### config.mk
export PLATFORM = sky130hd
export DESIGN_NAME = exc_entry_ctrl
export DESIGN_NICKNAME = d
export VERILOG_FILES = /design/src/rtl/exc_entry_pkg.sv /design/src/rtl/rst_pin_qual.sv /design/src/rtl/wdt_rst_stretch.sv /design/src/rtl/exc_seq_arb.sv /design/src/rtl/exc_entry_ctrl.sv
export SDC_FILE = /design/constraint.sdc
export NUM_CORES = 1
export LEC_CHECK = 0
export ABC_AREA = 1
export BUFFER_PORTS_ARGS = -buffer_cell sky130_fd_sc_hd__buf_2
export CAP_MARGIN = 40
export CORE_MARGIN = 4
export CORE_UTILIZATION = 58
export CTS_CLUSTER_DIAMETER = 60
export CTS_CLUSTER_SIZE = 12
export DETAILED_ROUTE_END_ITERATION = 8
export HOLD_SLACK_MARGIN = 0.12
export PLACE_DENSITY = 0.85
export SLEW_MARGIN = 25
export SYNTH_ARGS = -nofsm -noshare
export SYNTH_HDL_FRONTEND = slang
export SYNTH_SLANG_ARGS = --single-unit
export TNS_END_PERCENT = 30
### constraint.sdc
create_clock -name clk -period 2 [get_ports clk]
set_input_delay 0.2 -clock clk [delete_from_list [all_inputs] [get_ports clk]]
set_output_delay 0.2 -clock clk [all_outputs]
set_load 0.005 [all_outputs]
### src/rtl/exc_entry_pkg.sv
package exc_entry_pkg;

   localparam int DEF_SYNC_STAGES = 2;
   localparam int DEF_QUAL_CYCLES = 10;
   localparam int DEF_WDT_PULSE   = 518;

   // start strobes from the entry arbiter
   typedef struct packed {
      logic rst_go;
      logic irq_go;
   } seq_go_t;

endpackage

### src/rtl/rst_pin_qual.sv
module rst_pin_qual #(
   parameter int SYNC_STAGES = 2,
   parameter int QUAL_CYCLES = 10
) (
   input  logic clk,
   input  logic pin_n,
   output logic ext_rst
);
   localparam int CW = $clog2(QUAL_CYCLES + 1);
   localparam logic [CW-1:0] QMAX = CW'(QUAL_CYCLES);

   generate
      if (SYNC_STAGES < 2) begin : g_bad_sync
         $error("rst_pin_qual: SYNC_STAGES must be at least 2");
      end
      if (QUAL_CYCLES < 1) begin : g_bad_qual
         $error("rst_pin_qual: QUAL_CYCLES must be at least 1");
      end
   endgenerate

   logic [SYNC_STAGES-1:0] sync_q;
   logic                   pin_lo;
   logic [CW-1:0]          lo_cnt;

   // synchroniser chain, oldest sample at the top
   always_ff @(posedge clk) begin
      sync_q <= {sync_q[SYNC_STAGES-2:0], pin_n};
   end

   assign pin_lo = ~sync_q[SYNC_STAGES-1];

   // consecutive-low counter, saturating at the qualification limit
   always_ff @(posedge clk) begin
      if (!pin_lo) begin
         lo_cnt <= '0;
      end else if (lo_cnt != QMAX) begin
         lo_cnt <= lo_cnt + CW'(1);
      end
   end

   assign ext_rst = (lo_cnt == QMAX);

   // the counter never passes its limit
   always_comb begin
      a_r3_cnt_saturates: assert (lo_cnt <= QMAX);
   end

   // once qualified, the reset holds while the pin stays low
   a_r2_hold_while_low: assert property (@(posedge clk) disable iff (!pin_lo)
      ext_rst |=> ext_rst);

endmodule

### src/rtl/wdt_rst_stretch.sv
module wdt_rst_stretch #(
   parameter int PULSE          = 518,
   parameter bit RESTART_ON_OVF = 1'b1
) (
   input  logic clk,
   input  logic ext_rst,
   input  logic wdt_ovf,
   input  logic wdt_rst_en,
   output logic wdt_rst
);
   localparam int CW = $clog2(PULSE + 1);
   localparam logic [CW-1:0] CNT_LOAD = CW'(PULSE);

   logic [CW-1:0] left_q;
   logic          fire;
   logic          load;

   assign fire = wdt_ovf & wdt_rst_en;

   generate
      if (PULSE < 1) begin : g_bad_pulse
         $error("wdt_rst_stretch: PULSE must be at least 1");
      end
      if (RESTART_ON_OVF) begin : g_restart
         assign load = fire;
         // every qualifying overflow reloads the full count
         a_r7_reload: assert property (@(posedge clk) disable iff (ext_rst)
            fire |=> (left_q == CNT_LOAD));
      end else begin : g_oneshot
         assign load = fire & (left_q == '0);
      end
   endgenerate

   always_ff @(posedge clk) begin
      if (load) begin
         left_q <= CNT_LOAD;
      end else if (left_q != '0) begin
         left_q <= left_q - CW'(1);
      end
   end

   assign wdt_rst = (left_q != '0);

   // without an enabled overflow an idle stretcher stays idle
   a_r6_en_gate: assert property (@(posedge clk) disable iff (ext_rst)
      (!wdt_rst && !fire) |=> !wdt_rst);

   // an active pulse counts down by exactly one per clock
   a_r5_count_down: assert property (@(posedge clk) disable iff (ext_rst)
      (wdt_rst && !fire) |=> (left_q == $past(left_q) - CW'(1)));

endmodule

### src/rtl/exc_seq_arb.sv
module exc_seq_arb
   import exc_entry_pkg::*;
(
   input  logic    clk,
   input  logic    core_rst,
   input  logic    irq_req,
   input  logic    insn_end,
   input  logic    insn_masks_irq,
   input  logic    seq_done,
   output seq_go_t go,
   output logic    busy_q
);
   logic rst_prev_q;
   logic at_boundary;

   always_ff @(posedge clk) begin
      rst_prev_q <= core_rst;
   end

   always_comb begin
      at_boundary = busy_q ? seq_done : (insn_end & ~insn_masks_irq);
      go.rst_go   = rst_prev_q & ~core_rst;
      go.irq_go   = ~core_rst & ~go.rst_go & irq_req & at_boundary;
   end

   always_ff @(posedge clk) begin
      if (core_rst) begin
         busy_q <= 1'b0;
      end else if (go.rst_go || go.irq_go) begin
         busy_q <= 1'b1;
      end else if (seq_done) begin
         busy_q <= 1'b0;
      end
   end

   // any reset has cleared the busy state before the reset sequence starts
   always_comb begin
      if (go.rst_go) begin
         a_r1_clear_before_start: assert (!busy_q);
      end
   end

   // at most one start per cycle
   a_r12_one_start: assert property (@(posedge clk) disable iff (core_rst)
      $onehot0({go.rst_go, go.irq_go}));

   // every start marks the core busy
   a_r12_busy_set: assert property (@(posedge clk) disable iff (core_rst)
      (go.rst_go || go.irq_go) |=> busy_q);

   // the reset-sequence start never lasts two cycles
   a_r9_single_pulse: assert property (@(posedge clk) disable iff (core_rst)
      go.rst_go |=> !go.rst_go);

endmodule

### src/rtl/exc_entry_ctrl.sv
module exc_entry_ctrl
   import exc_entry_pkg::*;
#(
   parameter int SYNC_STAGES = DEF_SYNC_STAGES,
   parameter int QUAL_CYCLES = DEF_QUAL_CYCLES,
   parameter int WDT_PULSE   = DEF_WDT_PULSE,
   parameter bit WDT_RESTART = 1'b1
) (
   input  logic clk,
   input  logic rst_pin_n,
   input  logic wdt_ovf,
   input  logic wdt_rst_en,
   input  logic irq_req,
   input  logic insn_end,
   input  logic insn_masks_irq,
   input  logic seq_done,
   output logic core_rst,
   output logic rst_seq_start,
   output logic irq_seq_start,
   output logic seq_busy
);
   logic    ext_rst;
   logic    wdt_rst;
   logic    busy_q;
   seq_go_t go;

   rst_pin_qual #(
      .SYNC_STAGES (SYNC_STAGES),
      .QUAL_CYCLES (QUAL_CYCLES)
   ) u_pin (
      .clk     (clk),
      .pin_n   (rst_pin_n),
      .ext_rst (ext_rst)
   );

   wdt_rst_stretch #(
      .PULSE          (WDT_PULSE),
      .RESTART_ON_OVF (WDT_RESTART)
   ) u_wdt (
      .clk        (clk),
      .ext_rst    (ext_rst),
      .wdt_ovf    (wdt_ovf),
      .wdt_rst_en (wdt_rst_en),
      .wdt_rst    (wdt_rst)
   );

   assign core_rst = ext_rst | wdt_rst;

   exc_seq_arb u_arb (
      .clk            (clk),
      .core_rst       (core_rst),
      .irq_req        (irq_req),
      .insn_end       (insn_end),
      .insn_masks_irq (insn_masks_irq),
      .seq_done       (seq_done),
      .go             (go),
      .busy_q         (busy_q)
   );

   assign rst_seq_start = go.rst_go;
   assign irq_seq_start = go.irq_go;
   assign seq_busy      = busy_q & ~core_rst;

   // reset blocks interrupt entry
   always_comb begin
      if (core_rst) begin
         a_r1_no_irq_in_rst: assert (!irq_seq_start);
      end
   end

   // a reset-sequence start follows a reset cycle
   a_r9_after_rst: assert property (@(posedge clk) disable iff (core_rst)
      rst_seq_start |-> $past(core_rst));

   // an interrupt start needs a request and a boundary strobe
   a_r10_at_boundary: assert property (@(posedge clk) disable iff (core_rst)
      irq_seq_start |-> (irq_req && (insn_end || seq_done)));

   // a masked instruction boundary never starts an interrupt
   a_r11_masked: assert property (@(posedge clk) disable iff (core_rst)
      (insn_end && insn_masks_irq && !seq_busy) |-> !irq_seq_start);

endmodule

Word-level counts from Yosys, hierarchy flattened
Index checks and enable logic that the tools add are counted.
Widths: inputs -> output; s select.
{"block": "totals", "regBits": 18, "latchBits": 0, "ramBits": 0, "romBits": 0, "input_bits": 8, "output_inout_bits": 4, "wordCells": 26, "mem_count": 0}
{"block": "classes", "addsub": 2, "n_mul": 0, "div_mod_pow": 0, "order_cmp": 0, "n_eq_ne": 2, "n_shift": 0, "mux": 3, "n_bitwise": 11, "reduce_logical": 3}
{"cell": "$reduce_bool 10->1", "count": 1}
{"cell": "$sub 10x1->10 const B", "count": 1}
{"cell": "$and 1x1->1", "count": 7}
{"cell": "$add 4x1->4 const B", "count": 1}
{"cell": "$eq 4x4->1 const B", "count": 1}
{"cell": "$ne 4x4->1 const B", "count": 1}
{"cell": "$mux 1", "count": 3}
{"cell": "$not 1->1", "count": 3}
{"cell": "$reduce_bool 2->1", "count": 1}
{"cell": "$logic_or 1x1->1", "count": 1}
{"cell": "$or 1x1->1", "count": 1}

Depth between registers and ports, before layout
{"block": "logic_depth", "word_depth": 10, "ltp_mapped": 7, "depth_no_buf": 7}

Cells and area by module
Synthesis repeated with hierarchy kept, for this count alone.
{"block": "unflattened", "cells_unflattened": 133, "area_unflattened_um2": 934.6}
{"mod": "wdt_rst_stretch", "instances": 1, "cells_per_inst": 81, "area_each_um2": 551.8, "seq_area_each_um2": 200.2}
{"mod": "rst_pin_qual", "instances": 1, "cells_per_inst": 32, "area_each_um2": 264.0, "seq_area_each_um2": 120.1}
{"mod": "exc_seq_arb", "instances": 1, "cells_per_inst": 15, "area_each_um2": 95.1, "seq_area_each_um2": 40.0}
{"mod": "exc_entry_ctrl", "instances": 1, "cells_per_inst": 5, "area_each_um2": 23.8, "seq_area_each_um2": 0.0}

Least setup slack after synthesis
Ideal clock, no wire load.
{"block": "synth_path", "kind": "register to output", "startpoint": "register u_wdt.left_q[0]", "endpoint": "output irq_seq_start", "t_arrival_ns": 0.999, "required_time_ns": 1.800, "slack_ns": 0.801, "path_stages_with_launch": 7, "n_path_buf": 0, "path_cell_list": "dfxtp_1 -> inv_1 -> ha_1 -> nand3_2 -> nor2_4 -> nand2_2 -> nor2_1"}
{"block": "synth_via", "elab_chain_cells": 8}
{"item": "from (decl)", "line": "wdt_rst_stretch.sv:14", "source": "logic [CW-1:0] left_q;"}
{"item": "from (signal assigned)", "line": "wdt_rst_stretch.sv:38", "source": "left_q <= left_q - CW'(1);"}
{"item": "$reduce_bool 10->1 (*)", "line": "wdt_rst_stretch.sv:42", "source": "assign wdt_rst = (left_q != '0);"}
{"item": "$or 1x1->1 (*)", "line": "exc_entry_ctrl.sv:47", "source": "assign core_rst = ext_rst | wdt_rst;"}
{"item": "via core_rst", "line": "exc_entry_ctrl.sv:17", "source": "output logic core_rst,"}
{"item": "$not 1->1 (*)", "line": "exc_seq_arb.sv:22, exc_seq_arb.sv:23"}
{"item": "$and 1x1->1", "line": "exc_seq_arb.sv:22", "source": "go.rst_go = rst_prev_q & ~core_rst;"}
{"item": "$not 1->1", "line": "exc_seq_arb.sv:23", "source": "go.irq_go = ~core_rst & ~go.rst_go & irq_req & at_boundary;"}
{"item": "$and 1x1->1 (*) (3 in series)", "line": "exc_seq_arb.sv:23"}
{"item": "to (decl)", "line": "exc_entry_ctrl.sv:19", "source": "output logic irq_seq_start,"}
The timed path passes the listed nets; every way through them passes the cells marked *.

Worst setup path after layout
{"block": "layout_path", "startpoint": "register u_pin.lo_cnt[0]", "endpoint": "output seq_busy"}
{"block": "layout_via", "elab_chain_cells": 4}
{"item": "from (decl)", "line": "rst_pin_qual.sv:23", "source": "logic [CW-1:0] lo_cnt;"}
{"item": "from (signal assigned)", "line": "rst_pin_qual.sv:37", "source": "lo_cnt <= lo_cnt + CW'(1);"}
{"item": "$eq 4x4->1", "line": "rst_pin_qual.sv:41", "source": "assign ext_rst = (lo_cnt == QMAX);"}
{"item": "$or 1x1->1", "line": "exc_entry_ctrl.sv:47"}
{"item": "$not 1->1", "line": "exc_entry_ctrl.sv:62", "source": "assign seq_busy = busy_q & ~core_rst;"}
{"item": "$and 1x1->1", "line": "exc_entry_ctrl.sv:62"}
{"item": "to (decl)", "line": "exc_entry_ctrl.sv:20", "source": "output logic seq_busy"}
Every way passes these cells.

==> results.cfg <==
[run_status]
outcome = completed

[placement]
hpwlAfterDp_mm = 1.29
gp_congestion = 0.801
port_buffers = 11

[floorplanning]
start_util_pct = 65.1
die_w_um = 47.4
core_mm2 = 0.00138
die_h_um = 47.4
pin_count = 12
dieArea_mm2 = 0.00225
num_rows = 13

[synth]
synth_compound_area_share_pct = 8.76
synth.mux.area_fraction_pct = 0
netlist_area_um2 = 900
synth_fa_ha_area_share_pct = 5.56
yosysSeqAreaShare_pct = 40.1
synth_xor_area_share_pct = 2.92
synth_top_family_by_area = simple AND/OR/NAND/NOR gates
synth-simple-area-share_pct = 35.2
synth_area_per_cell_um2 = 7.20
syn_nets = 137
syn_inst = 125
ys_seq_elements = 18
yosys_warnings = 0
ys_types = 17

[sta]
max-slew-margin-rel_pct = 84.5
finalClockSkew_ns = 0.00396
setup_viol = 0
clock.fmax_mhz = 584
maxSlewViolCount = 0
hold_viol = 0
post-route-period-util_pct = 85.6
tightestPinTransition_ns = 0.230
holdWs_ns = 0.182
grt_setup_unrepaired = false
setup_tns_ns = 0
fin_crit_ns = 1.71

[clock_network]
cts_buffer_depth = 2
holdBufCountCts = 1
cts.sinks = 18
htree_levels = 1
cts_buffers = 3
insertion_delay_ns = 0.29
post_cts_buffers = 0
cts_tree = done
cts_root_buf = clkbuf_4
cts_resized = 0
clkSlewWorstSetupHoldPaths_ns = 0.10

[setup_path]
reg2reg_depth = 7
required_ns = 1.80
cp_slowest_stage_delay_ns = 0.42
reg2reg_slack_ns = 0.81
worst-path-max-fanout = 6
crit_chain = inv_1 > ha_1 > nand2_1 > nand2_2 > nor2_1 > buf_2
worst-setup-path-type = reg -> out
worstPathArrival_ns = 1.51
crit_path_top_delay_cell = dfxtp_1
crit_family = flip-flops
path_buf_inv = 2
cp-start-kind = flip-flop
reg2reg_from = u_wdt.left_q[0]
r2r_end = u_wdt.left_q[2]
critPathCaptureType = primary output

[power]
ir_drop_uv = 786
powerDensity_mw_per_mm2 = 1170
p_leak_uw = 0.000524

[finish]
drive_gt1_share_pct = 17.7
syn_to_final_growth_pct = 13.4
nets = 154
fillCellCount = 108
diodes = 0

[hold_path]
hold_end = u_arb.busy_q
min_path_cells = 3
min_from = irq_req
hold_class = in -> reg

[detailed_routing]
drcViolationCount = 0
ant_nets = 0
drt_iter0_drc = 14
wl_per_cell_um = 10.7
drt-pass1-iter-count = 4
wl_mm = 1.67
viasPerCell = 5.07
vias = 791

[grt]
grtUsageTotal_pct = 18.5
grt_remaining_overflow = 0
grt_pass1_wl_mm = 2.84
grt_start_max_net_pins = 11
first_global_vias = 683
antenna_found_initial = 0

[job]
max_cap_viol_count = 0
## cell usage after synthesis
master,n,area (um2)
a21oi_2,1,8.76
inv_1,18,67.6
ha_1,4,50.1
a21oi_1,5,25.0
xor2_1,2,17.5
xnor2_1,1,8.76
nor2_1,21,78.8
o211a_1,1,10.0
nand4_1,3,18.8
dfxtp_1,18,360
nor2_2,1,6.26
nand3_2,2,20.0
o21ai_0,7,35.0
nand3_1,7,35.0
nand2_1,28,105
nand2_2,3,18.8
nor2_4,3,33.8
## metal layers
layer,vias up,global-route usage [%],share of wire (%)
met4,0,10.5,2.0
li1,426,-,-
met5,-,0,0
met2,10,28.6,50
met3,5,4.98,3.0
met1,350,22.8,45
## per-stage QoR
step	util (%)	worst slack, ns	std cells	total power, uW	cell area [um2]
floorplan	-	0.801	125	889	900
global placement	70.4	0.668	151	956	973
detailed placement	70.4	0.656	151	978	973
CTS	73.8	0.296	156	1200	1020
global route	73.8	0.153	156	1310	1020
finish	73.8	0.289	156	1200	1020
## how the worst max path moves through the flow
stage                               end             from  slack (ns)  cells past startpoint
final                          seq_busy  u_pin.lo_cnt[0]        0.29                      6
after global routing      rst_seq_start  u_pin.lo_cnt[0]        0.15                      6
after CTS                      seq_busy  u_pin.lo_cnt[0]        0.30                      6
after detailed placement  irq_seq_start  u_wdt.left_q[0]        0.66                      7
after global placement         seq_busy  u_wdt.left_q[0]        0.67                      7
after floorplan           irq_seq_start  u_wdt.left_q[0]        0.80                      6
## state kept, by name, indices dropped and copies added, names as in the netlist
name and cells:
u_wdt.left_q 10, u_pin.lo_cnt 4, u_pin.sync_q 2, u_arb.rst_prev_q 1
u_arb.busy_q 1
## cell type report
cell class	count	area, um2	area share [%]
multi-input cells	89	472	46.3
flip-flops and latches	18	360	35.3
inverters	18	67.6	6.63
repair buffers	12	65.1	6.38
clock buffers	4	36.3	3.56
well taps	15	18.8	1.84
## worst register-to-register path, delay by kind of cell (launching register included)
family | cells | cell delay, ns
DFF | 1 | 0.33
adders and majority gates | 1 | 0.20
and+or+nand+nor | 5 | 0.45
buffers and inverters | 1 | 0.12
## placed cells by master, fill, tap and decap left out, drive strengths merged
cell and instances:
nand2 31, nor2 25, inv 18, dfxtp 18, buf 11, nand3 9
o21ai 7, a21oi 6, ha 4, clkbuf 4, nand4 3, xor2 2
xnor2 1, o211a 1, dlygate4sd3 1
## cells by family (layout without fill, tap and decap cells)
family          Yosys count  in the layout
simple gates             68             68
flops                    18             18
buf+inv                  18             34
compound gates           14             14
fa+ha+maj                 4              4
xor+xnor                  3              3
## where the power goes
part | total, uW | switching (uW) | internal [uW]
logic | 450 | 277 | 172
clock network | 224 | 113 | 111
registers | 522 | 81.5 | 441
total | 1200 | 472 | 724
Power figures use the tool's default switching activity.
